**config.mk**
```make
export PLATFORM = sky130hd
export DESIGN_NAME = diffclk_park_ctrl
export DESIGN_NICKNAME = d
export VERILOG_FILES = /design/src/rtl/dcs_pkg.sv /design/src/rtl/dcs_sync.sv /design/src/rtl/dcs_pwr_seq.sv /design/src/rtl/dcs_lane.sv /design/src/rtl/diffclk_park_ctrl.sv
export SDC_FILE = /design/constraint.sdc
export NUM_CORES = 1
export LEC_CHECK = 0
export ABC_CLOCK_PERIOD_IN_PS = 4150
export CAP_MARGIN = 0
export CORE_MARGIN = 10
export CORE_UTILIZATION = 45
export DETAILED_ROUTE_END_ITERATION = 8
export PLACE_DENSITY_LB_ADDON = 0.08
export RECOVER_POWER = 100
export REMOVE_ABC_BUFFERS = 1
export SYNTH_ARGS = -nofsm -noshare
export SYNTH_HDL_FRONTEND = slang
export SYNTH_SLANG_ARGS = --single-unit
```
**constraint.sdc**
```tcl
create_clock -name clk -period 4.15 [get_ports clk]
set_clock_uncertainty 0.15 [all_clocks]
set_input_delay 0.83 -clock clk [delete_from_list [all_inputs] [get_ports clk]]
set_output_delay 0.83 -clock clk [all_outputs]
set_load 0.01 [all_outputs]
```
**src/rtl/dcs_pkg.sv**
```systemverilog
package dcs_pkg;

   typedef enum logic [1:0] {
      LM_RUN     = 2'd0,
      LM_PARK_HI = 2'd1,
      LM_PARK_LO = 2'd2,
      LM_FLOAT   = 2'd3
   } lane_mode_e;

   typedef enum logic [1:0] {
      LS_RUN    = 2'd0,
      LS_PARKED = 2'd1,
      LS_RESUME = 2'd2
   } lane_st_e;

   typedef enum logic [1:0] {
      PS_ON    = 2'd0,
      PS_DRAIN = 2'd1,
      PS_OFF   = 2'd2,
      PS_WARM  = 2'd3
   } pwr_st_e;

endpackage

```
**src/rtl/dcs_sync.sv**
```systemverilog
module dcs_sync #(
   parameter int W      = 2,
   parameter int STAGES = 2
) (
   input  logic         clk,
   input  logic         rst_n,
   input  logic [W-1:0] d,
   output logic [W-1:0] q
);

   logic [W-1:0] stg [STAGES];

   always_ff @(posedge clk or negedge rst_n) begin
      if (!rst_n) begin
         for (int k = 0; k < STAGES; k++) stg[k] <= '0;
      end else begin
         stg[0] <= d;
         for (int k = 1; k < STAGES; k++) stg[k] <= stg[k-1];
      end
   end

   assign q = stg[STAGES-1];

endmodule

```
**src/rtl/dcs_pwr_seq.sv**
```systemverilog
module dcs_pwr_seq
   import dcs_pkg::*;
#(
   parameter int STAB_CYCLES = 1000
) (
   input  logic clk,
   input  logic rst_n,
   input  logic pd_s,
   output logic hold,
   output logic osc_off
);

   localparam int CW = $clog2(STAB_CYCLES + 1);

   pwr_st_e       st;
   logic [CW-1:0] cnt;

   always_ff @(posedge clk or negedge rst_n) begin
      if (!rst_n) begin
         st  <= PS_ON;
         cnt <= '0;
      end else begin
         case (st)
            PS_ON:    if (pd_s) st <= PS_DRAIN;
            PS_DRAIN: st <= PS_OFF;
            PS_OFF: begin
               if (!pd_s) begin
                  st  <= PS_WARM;
                  cnt <= '0;
               end
            end
            PS_WARM: begin
               if (pd_s)                                st  <= PS_DRAIN;
               else if (cnt == CW'(STAB_CYCLES - 1))    st  <= PS_ON;
               else                                     cnt <= cnt + 1'b1;
            end
            default: st <= PS_ON;
         endcase
      end
   end

   assign hold    = (st != PS_ON);
   assign osc_off = (st == PS_OFF);

endmodule

```
**src/rtl/dcs_lane.sv**
```systemverilog
module dcs_lane
   import dcs_pkg::*;
#(
   parameter int RESUME_LAT = 3
) (
   input  logic       clk,
   input  logic       rst_n,
   input  logic       stop_s,
   input  logic       pd_hold,
   input  logic       oe,
   input  logic       pd_tri,
   input  logic       stop_tri,
   input  logic       free_run,
   output lane_mode_e mode,
   output logic       lvl
);

   localparam int CW = $clog2(RESUME_LAT + 1);

   lane_st_e      st;
   logic          phase;
   logic [CW-1:0] cnt;
   logic          stop_req;

   assign stop_req = stop_s && !free_run;

   always_ff @(posedge clk or negedge rst_n) begin
      if (!rst_n) begin
         st    <= LS_RUN;
         phase <= 1'b0;
         cnt   <= '0;
      end else if (pd_hold) begin
         st    <= LS_RUN;
         phase <= 1'b0;
         cnt   <= '0;
      end else begin
         case (st)
            LS_RUN: begin
               phase <= ~phase;
               if (stop_req && !phase) st <= LS_PARKED;
            end
            LS_PARKED: begin
               if (!stop_req) begin
                  st  <= LS_RESUME;
                  cnt <= '0;
               end
            end
            LS_RESUME: begin
               if (stop_req)                          st  <= LS_PARKED;
               else if (cnt == CW'(RESUME_LAT - 1))   st  <= LS_RUN;
               else                                   cnt <= cnt + 1'b1;
            end
            default: st <= LS_RUN;
         endcase
      end
   end

   always_comb begin
      if (!oe) begin
         mode = LM_FLOAT;
         lvl  = 1'b0;
      end else if (pd_hold) begin
         mode = pd_tri ? LM_FLOAT : LM_PARK_LO;
         lvl  = 1'b0;
      end else if (st != LS_RUN) begin
         mode = stop_tri ? LM_FLOAT : LM_PARK_HI;
         lvl  = 1'b1;
      end else begin
         mode = LM_RUN;
         lvl  = phase;
      end
   end

endmodule

```
**src/rtl/diffclk_park_ctrl.sv**
```systemverilog
module diffclk_park_ctrl
   import dcs_pkg::*;
#(
   parameter int N_LANES     = 3,
   parameter int RESUME_LAT  = 3,
   parameter int STAB_CYCLES = 1000,
   parameter int SYNC_STAGES = 2
) (
   input  logic                 clk,
   input  logic                 rst_n,
   input  logic                 pd_i,
   input  logic                 stop_n_i,
   input  logic                 dot_oe_i,
   input  logic                 dot_pd_tri_i,
   input  logic [N_LANES-1:0]   oe_i,
   input  logic [N_LANES-1:0]   pd_tri_i,
   input  logic [N_LANES-1:0]   stop_tri_i,
   input  logic [N_LANES-1:0]   free_run_i,
   output logic [2*N_LANES-1:0] mode_o,
   output logic [N_LANES-1:0]   lvl_o,
   output logic [1:0]           dot_mode_o,
   output logic                 se_low_o,
   output logic                 osc_off_o
);

   generate
      if (N_LANES < 1) begin : g_bad_lanes
         $error("N_LANES must be at least 1");
      end
      if (RESUME_LAT < 2 || RESUME_LAT > 6) begin : g_bad_lat
         $error("RESUME_LAT must lie in 2..6");
      end
      if (STAB_CYCLES < 1) begin : g_bad_stab
         $error("STAB_CYCLES must be at least 1");
      end
      if (SYNC_STAGES < 2) begin : g_bad_sync
         $error("SYNC_STAGES must be at least 2");
      end
   endgenerate

   logic [1:0] pins_s;
   logic       pd_s;
   logic       stop_s;
   logic       pd_hold;

   dcs_sync #(.W(2), .STAGES(SYNC_STAGES)) u_sync (
      .clk   (clk),
      .rst_n (rst_n),
      .d     ({pd_i, ~stop_n_i}),
      .q     (pins_s)
   );

   assign pd_s   = pins_s[1];
   assign stop_s = pins_s[0];

   dcs_pwr_seq #(.STAB_CYCLES(STAB_CYCLES)) u_pwr (
      .clk     (clk),
      .rst_n   (rst_n),
      .pd_s    (pd_s),
      .hold    (pd_hold),
      .osc_off (osc_off_o)
   );

   generate
      for (genvar i = 0; i < N_LANES; i++) begin : g_lane
         lane_mode_e lmode;
         dcs_lane #(.RESUME_LAT(RESUME_LAT)) u_lane (
            .clk      (clk),
            .rst_n    (rst_n),
            .stop_s   (stop_s),
            .pd_hold  (pd_hold),
            .oe       (oe_i[i]),
            .pd_tri   (pd_tri_i[i]),
            .stop_tri (stop_tri_i[i]),
            .free_run (free_run_i[i]),
            .mode     (lmode),
            .lvl      (lvl_o[i])
         );
         assign mode_o[2*i +: 2] = lmode;
      end
   endgenerate

   always_comb begin
      if (!dot_oe_i)    dot_mode_o = LM_FLOAT;
      else if (pd_hold) dot_mode_o = dot_pd_tri_i ? LM_FLOAT : LM_PARK_LO;
      else              dot_mode_o = LM_RUN;
   end

   assign se_low_o = pd_hold;

endmodule

```
==> results.yml, run 1 <==
synth:
  yosysSeqAreaShare: 0.447
  synthCells: 192
  syn_area_per_cell_um2: 9.05
  ys_types: 40
  syn_area_um2: 1740
  ys_ff_latch: 31
  yosysWarnings: 0
global_routing:
  grt_pass1_vias: 1284
  antenna_found_initial: 0
  grt_pass1_wl_um: 6270
  grt_usage: 0.119
  grt_max_degree: 32
  grt-ovfl-total: 0
power_and_ir_drop:
  leakagePower_uw: 0.000908
  power_density_nw_per_um2: 493
  vdd_drop_max_uv: 360
  power.total_uw: 1050
floorplanning:
  rows: 22
  fp.dieH_um: 82.1
  initial_core_util: 0.471
  core_um2: 3690
  dieArea_um2: 6740
  boundaryPins: 31
  die_w_um: 82.1
run_status:
  status: "complete, but fails checks"
  violations: "capacitance limit, slew limit"
timing:
  hold_viol_final: 0
  fin_crit_sh: 0.812
  max_clock_freq_ghz: 0.297
  tns_ps: 0
  tightest_slew_ps: 1600
  rsz0062_at_grt: "false"
  finalSetupViolCount: 0
  min_period_ps: 3370
  setup_ws_ps: 780
  slew_headroom: -0.0691
  slew_viol_final: 32
placed_design:
  hpwl_um: 2760
  dp_cells: 261
  io_buffers: 30
  gp_congestion: 0.867
  pre_cts_slack_ps: 1120
drt:
  first_pass_iters: 4
  routed_via_density: 5.31
  routed_wl_um: 3690
  wl_per_cell_um: 13.7
  vias: 1428
  drcViolationCount: 0
  initialDrtViolationCount: 98
  postRouteAntennaNets: 0
setup_path:
  critPathMaxFanout: 17
  r2r_cells: 6
  worstPathArrival_ps: 2390
  required_ps: 3170
  start_kind: "flop"
  critPathCaptureType: "output port"
  path_class: "flop to output port"
layout:
  instances_no_fill: 269
  final_cell_mix: "dfrtp_1, nand2_1, nor2_1, dlygate4sd3_1"
  syn2layout_area_growth_pct: 22.6
  drive_above_1_share: 0.0452
  nets: 245
  fillers: 326
  diodes: 0
  layout_commonest_cell: "dfrtp_1"
  postLayoutCoreUtil: 0.577
cts:
  cts_tree: "yes"
  clk_latency_ps: 290
  path_clk_slew_ps: 60
  clock_path_buffers: 2
  htree_levels: 2
  hold_buffers: 0
  cts_resized: 0
  clock-sinks: 31
  cts_setup_buffers: 0
  cts-root-buf: "clkbuf_8"
  cts_buffers: 5
job:
  maxCapViolations: 1
min_path:
  holdPathStages: 0
  hold_path.class: "flop to flop"
## cells by family (layout without fill, tap and decap cells)
family	after synthesis	after routing	share of synthesized area
AOI/OAI and AO/OA	43	43	0.169
xor gates and xnor gates	3	3	0.0151
adders and majority gates	7	7	0.0504
buffers and inverters	20	49	0.0562
DFF	31	31	0.447
muxes	5	5	0.0317
and+or+nand+nor	83	83	0.231
## stage by stage
step                instance area (µm²)  hold slack (ps)
global placement                   2040              186
floorplan                          1680              181
CTS                                2150              202
global route                       2130              221
finish                             2130              201
detailed placement                 2040              187
## final timing paths
check / startpoint / endpoint / slack (ps)
setup / recovery: u_pwr.st[0] / se_low_o / 780
hold / removal: u_sync.stg[2] / u_sync.q[0] / 200
setup reg to reg: u_pwr.st[0] / u_pwr.st[0] / 1900
hold reg to reg: u_sync.stg[2] / u_sync.q[0] / 200
max in group asynchronous: rst_n / g_lane[0].u_lane.st[0] / 1590
min in group asynchronous: rst_n / u_sync.stg[3] / 1330
## power breakdown
| group | internal (µW) | leakage [µW] | total [µW] | switching, µW |
|---|---|---|---|---|
| Combinational | 171 | 0.000443 | 386 | 216 |
| Sequential | 348 | 0.000414 | 399 | 51.5 |
| Clock | 151 | 0.0000505 | 264 | 114 |
## layer usage
| metal | track usage | wire length, µm |
|---|---|---|
| met5 | 0 | 0 |
| met1 | 0.151 | 1640 |
| met3 | 0.0540 | 315 |
| met2 | 0.174 | 1670 |
| met4 | 0.0493 | 63 |
## critical path, stage by stage, from the launching register on
cell and delay, ps:
dfrtp_1 410, inv_1 90, ha_1 500, inv_1 390
dlygate4sd3_1 720
## registers in the layout (all words and copies together) (netlist names)
| signal | cells |
|---|---|
| u_pwr.cnt | 10 |
| g_lane.u_lane.st | 6 |
| u_pwr.st | 2 |
| u_sync.q | 2 |
| g_lane.u_lane.phase | 3 |
| g_lane.u_lane.cnt | 6 |
| u_sync.stg | 2 |
## synth_stat cells (all sizes together)
master / n / share of area
o21ai: 14 / 0.040
dfrtp: 31 / 0.45
clkbuf: 3 / 0.0072
nand2b: 3 / 0.011
a211o: 1 / 0.0050
nand3: 7 / 0.020
o211ai: 1 / 0.0043
a21oi: 10 / 0.031
nand4: 4 / 0.014
or3: 6 / 0.022
nor2: 20 / 0.043
o21bai: 1 / 0.011
buf: 7 / 0.027
mux2: 1 / 0.0086
nor3: 3 / 0.0086
o22a: 1 / 0.0050
and2: 4 / 0.014
ha: 7 / 0.050
mux2i: 4 / 0.023
and4: 2 / 0.010
o221a: 1 / 0.0065
o22ai: 3 / 0.011
a311oi: 1 / 0.0050
inv: 10 / 0.022
a22oi: 1 / 0.0043
a22o: 1 / 0.0050
nor3b: 3 / 0.013
or4: 1 / 0.0043
xnor2: 3 / 0.015
a2111oi: 2 / 0.010
a41o: 1 / 0.0058
a31oi: 2 / 0.0072
o311a: 3 / 0.017
nor2b: 4 / 0.014
nand2: 26 / 0.056
## area by class of cell
type,instances,area [µm²],share of cell area
Tap cell,48,60.1,0.0282
Clock inverter,1,7.51,0.00353
Sequential cell,31,776,0.364
Multi-Input combinational cell,141,848,0.398
Clock buffer,7,96.3,0.0452
Inverter,10,37.5,0.0176
Timing Repair Buffer,31,304,0.143
(Power assumes the default switching activity.)
==> run 2: changes to the inputs <==
--- a/config.mk
+++ b/config.mk
@@ -5,7 +5,7 @@
 export SDC_FILE = /design/constraint.sdc
 export NUM_CORES = 1
 export LEC_CHECK = 0
-export ABC_CLOCK_PERIOD_IN_PS = 4150
+export ABC_CLOCK_PERIOD_IN_PS = 3000
 export CAP_MARGIN = 0
 export CORE_MARGIN = 10
 export CORE_UTILIZATION = 45
==> constraint.sdc (replaced) <==
create_clock -name clk -period 3 [get_ports clk]
set_clock_uncertainty 0.15 [all_clocks]
set_input_delay 0.6 -clock clk [delete_from_list [all_inputs] [get_ports clk]]
set_output_delay 0.6 -clock clk [all_outputs]
set_load 0.01 [all_outputs]
==> run 2 against run 1 <==
Effect of this change:
- the flow still finishes with violations (capacitance limit, slew limit)
- design area up 1.0%
- critical path depth unchanged
- first-iteration DRC count down 16%
- via count up 4.0%
- global-route usage up 0.15 points
- sequential power up 39%
- count of clock-buffer cells in the layout down 1
- critical endpoint is now lvl_o[0]
- largest power group unchanged
==> results.yml, run 2 (same netlist as run 1, synthesis figures left out) <==
run_status:
  status: "complete, but fails checks"
  violations: "capacitance limit, slew limit"
timing:
  slew_viol_final: 32
  setup_ws_ps: 135
  hold_viol_final: 0
  tightest_slew_ps: 1650
  min_period_ps: 2870
  finalSetupViolCount: 0
  slew_headroom: -0.101
  tns_ps: 0
  rsz0062_at_grt: "false"
  fin_crit_sh: 0.955
  max_clock_freq_ghz: 0.349
layout:
  final_cell_mix: "dfrtp_1, nand2_1, nor2_1, clkdlybuf4s50_1, o21ai_0"
  drive_above_1_share: 0.0448
  diodes: 0
  largest_reg_flops: 10
  top_regs: "u_pwr.cnt: 10 flops, g_lane.u_lane.cnt: 6 flops, g_lane.u_lane.st: 6 flops"
  layout_commonest_cell: "dfrtp_1"
  stdcell_area_um2: 2150
  syn2layout_area_growth_pct: 23.8
  top_register: "u_pwr.cnt"
  fillers: 341
  nets: 247
placed_design:
  io_buffers: 30
  pre_cts_slack_ps: 432
  hpwl_um: 2850
  gp_congestion: 0.862
  place_area_um2: 2060
cts:
  clock-sinks: 31
  clk_latency_ps: 280
  cts_setup_buffers: 0
  clock_path_buffers: 2
  htree_levels: 2
  cts_resized: 0
  cts_buffers: 5
  path_clk_slew_ps: 60
  cts-root-buf: "clkbuf_8"
  hold_buffers: 0
  cts_tree: "yes"
drt:
  postRouteAntennaNets: 0
  initialDrtViolationCount: 82
  wl_met2_um: 1740
  routed_wl_um: 3780
  drcViolationCount: 0
  vias: 1485
  first_pass_iters: 4
  wl_met1_um: 1670
  wl_per_cell_um: 13.9
  top_layer_used: "met4"
  routed_via_density: 5.48
  wl_met3_um: 269
global_routing:
  grt_usage: 0.121
  grt_max_degree: 32
  antenna_found_initial: 0
  grt_pass1_vias: 1403
  grt-ovfl-total: 0
  grt_pass1_wl_um: 6470
setup_path:
  required_ps: 2250
  start_kind: "flop"
  ff2ff_setup_slack_ps: 540
  path_class: "flop to output port"
  worstPathArrival_ps: 2120
  critPathMaxFanout: 15
  critPathCaptureType: "output port"
floorplanning:
  dieArea_um2: 6740
  core_um2: 3690
  fp.dieH_um: 82.1
  initial_core_util: 0.471
  boundaryPins: 31
  rows: 22
  die_w_um: 82.1
power_and_ir_drop:
  power_density_nw_per_um2: 709
  leakagePower_uw: 0.000920
  vdd_drop_max_uv: 512
min_path:
  hold_path.class: "flop to flop"
job:
  maxCapViolations: 1
run 2: changes by cell type in the layout (fill, tap and decap cells not counted):
cell	previous run	this run
bufinv_16	0	1
clkbuf_1	1	3
clkbuf_8	7	6
clkdlybuf4s50_1	14	20
clkinv_2	0	1
clkinvlp_4	1	0
dlygate4sd3_1	16	10
run 2: power by group:
group / switching [µW] / internal (µW) / leakage (µW)
combinational: 302 / 249 / 0.000444
sequential: 72.3 / 481 / 0.000414
clock: 152 / 268 / 0.0000612
total: 526 / 999 / 0.000920
run 2: layout make-up:
class	instances	area (µm²)	area share
timing repair buffer	33	312	0.145
multi-input combinational	141	848	0.394
tap	48	60.1	0.0279
inverter	10	37.5	0.0175
clock inverter	2	35.0	0.0163
clock buffer	6	82.6	0.0384
sequential	31	776	0.361
run 2: metrics by stage:
stage	cells	hold WS [ps]	total power (µW)	utilization
after detailed placement	263	185	1160	0.558
after global routing	271	214	1630	0.583
final	271	204	1530	0.583
after global placement	263	186	1140	0.558
after floorplan	182	154	912	-
after CTS	271	208	1580	0.590
run 2: path summary, 6_finish.rpt:
path | startpoint | endpoint | cells after the start
min in group asynchronous | rst_n | g_lane[2].u_lane.st[1] | 2
min reg2reg | u_sync.stg[3] | u_sync.q[1] | 0
max in group asynchronous | rst_n | u_pwr.cnt[5] | 2
max | u_pwr.st[0] | lvl_o[0] | 4
max reg2reg | u_pwr.st[0] | u_pwr.st[0] | 8
min | u_sync.stg[3] | u_sync.q[1] | 0
run 2: layer usage:
| layer | GRT usage | up-vias |
|---|---|---|
| met5 | 0 | - |
| met2 | 0.194 | 37 |
| met4 | 0.0561 | 0 |
| li1 | - | 739 |
| met3 | 0.0378 | 10 |
| met1 | 0.145 | 699 |
run 2: critical path, stage by stage (launching register included):
cell	delay [ps]
dfrtp_1	410
inv_1	100
ha_1	480
o311a_1	250
dlygate4sd3_1	600
==> run 3: changes to the inputs <==
--- a/config.mk
+++ b/config.mk
@@ -11,8 +11,6 @@
 export CORE_UTILIZATION = 45
 export DETAILED_ROUTE_END_ITERATION = 8
 export PLACE_DENSITY_LB_ADDON = 0.08
-export RECOVER_POWER = 100
-export REMOVE_ABC_BUFFERS = 1
 export SYNTH_ARGS = -nofsm -noshare
 export SYNTH_HDL_FRONTEND = slang
 export SYNTH_SLANG_ARGS = --single-unit
==> run 3 against run 2 <==
Effect of this change:
- the run now ends clean
- fmax grew 7.5%
- non-clock buffer count shrank 1
- die area is the same
- via count shrank 2.1%
- flip-flop and latch count is the same
- count of clock-buffer cells in the layout grew 1
- sequential power is essentially flat
- total power shrank 5.8%
- clock power shrank 27%
- global-route usage shrank 0.51 points
- largest cell class unchanged
- highest routed layer unchanged
==> results.yml, run 3 (same netlist as run 1, synthesis figures left out) <==
layout:
  drive_above_1_share: 0.0586
  layout_commonest_cell: "dfrtp_1"
  final_cell_mix: "dfrtp_1, clkdlybuf4s50_1, nand2_1, nor2_1, o21ai_0"
  nets: 246
  largest_reg_flops: 10
  syn2layout_area_growth_pct: 23.0
  fillers: 326
  top_regs: "u_pwr.cnt: 10 flops, g_lane.u_lane.cnt: 6 flops, g_lane.u_lane.st: 6 flops"
  diodes: 0
  top_register: "u_pwr.cnt"
drt:
  routed_via_density: 5.39
  routed_wl_um: 3770
  drcViolationCount: 0
  initialDrtViolationCount: 73
  vias: 1454
  postRouteAntennaNets: 0
  first_pass_iters: 4
  wl_per_cell_um: 14.0
global_routing:
  grt_pass1_vias: 1435
  grt_max_degree: 32
  grt_usage: 0.116
  grt_pass1_wl_um: 6310
  grt-ovfl-total: 0
  antenna_found_initial: 0
timing:
  rsz0062_at_grt: "false"
  tns_ps: 0
  slew_viol_final: 0
  slew_headroom: 0.736
  fin_crit_sh: 0.888
  finalSetupViolCount: 0
  hold_viol_final: 0
  min_period_ps: 2660
  tightest_slew_ps: 396
  max_clock_freq_ghz: 0.375
power_and_ir_drop:
  power_density_nw_per_um2: 673
  leakagePower_uw: 0.000909
  power.total_uw: 1440
  vdd_drop_max_uv: 376
cts:
  cts_buffers: 5
  htree_levels: 2
  hold_buffers: 0
  cts-root-buf: "clkbuf_8"
  cts_tree: "yes"
  clk_latency_ps: 270
  clock-sinks: 31
  path_clk_slew_ps: 60
  clock_path_buffers: 2
floorplanning:
  initial_core_util: 0.471
  boundaryPins: 31
  dieArea_um2: 6740
  core_um2: 3690
  fp.dieH_um: 82.1
  die_w_um: 82.1
  rows: 22
setup_path:
  critPathMaxFanout: 17
  critPathCaptureType: "output port"
  required_ps: 2250
  path_class: "flop to output port"
  start_kind: "flop"
  worstPathArrival_ps: 1910
min_path:
  hold_path.class: "flop to flop"
job:
  maxCapViolations: 0
placed_design:
  hpwl_um: 2730
  gp_congestion: 0.827
  io_buffers: 30
run_status:
  status: "finished clean"
synth:
  syn-num-nets: 217
[run 3: cell types whose count changed in the layout (fill, tap and decap cells not counted), sizes merged]
cell | previous run | this run
clkdlybuf4s50 | 20 | 30
buf | 0 | 2
dlygate4sd3 | 10 | 0
clkbuf | 9 | 7
bufinv | 1 | 0
[run 3: routing by layer]
| layer | GRT usage | wire [µm] | up-vias |
|---|---|---|---|
| met5 | 0 | 0 | - |
| met4 | 0.0442 | 34 | 0 |
| met3 | 0.0378 | 286 | 5 |
| met2 | 0.194 | 1730 | 40 |
| met1 | 0.135 | 1720 | 678 |
| li1 | - | - | 731 |
[run 3: final cells by class]
cell class              count  area [µm²]  area share
clock buffers               7        76.3      0.0357
clock inverters             1        5.00     0.00234
inverters                  10        37.5      0.0176
multi-input cells         141         866       0.405
flip-flops and latches     31         776       0.363
well taps                  48        60.1      0.0281
repair buffers             32         315       0.148
[run 3: repair_timing]
item | CTS | global route
buffers inserted | 0 | 0
setup endpoints to repair | 0 | 1
resized for setup | 0 | 1
[run 3: path summary, 6_finish.rpt]
kind | cells after the start | end | from | slack [ps]
min in group asynchronous | 2 | u_sync.stg[3] | rst_n | 560
worst max register to register | 5 | u_pwr.st[1] | u_pwr.st[1] | 980
worst max-delay path | 4 | lvl_o[1] | u_pwr.st[1] | 340
max in group asynchronous | 2 | u_pwr.st[1] | rst_n | 1850
worst min register to register | 0 | u_sync.q[1] | u_sync.stg[3] | 210
worst min-delay path | 0 | u_sync.q[1] | u_sync.stg[3] | 210
[run 3: worst max-delay path, stage by stage (launching register included)]
cell,delay (ps)
dfrtp_1,410
inv_1,100
ha_2,350
o311a_1,230
clkdlybuf4s50_1,540
[run 3: metrics by stage]
step	utilization	hold WS, ps	area [µm²]	instances	worst slack [ps]
CTS	0.578	207	2130	270	137
detailed placement	0.556	192	2050	262	429
floorplan	-	154	1740	192	872
finish	0.579	205	2140	270	336
global route	0.579	214	2140	270	207
global placement	0.556	185	2050	262	455
[run 3: where the power goes]
group | internal [µW] | switching (µW) | leakage, µW | total [µW]
clock | 162 | 145 | 0.0000422 | 307
sequential | 481 | 71.8 | 0.000414 | 553
combinational | 273 | 305 | 0.000453 | 577
total | 916 | 521 | 0.000909 | 1440
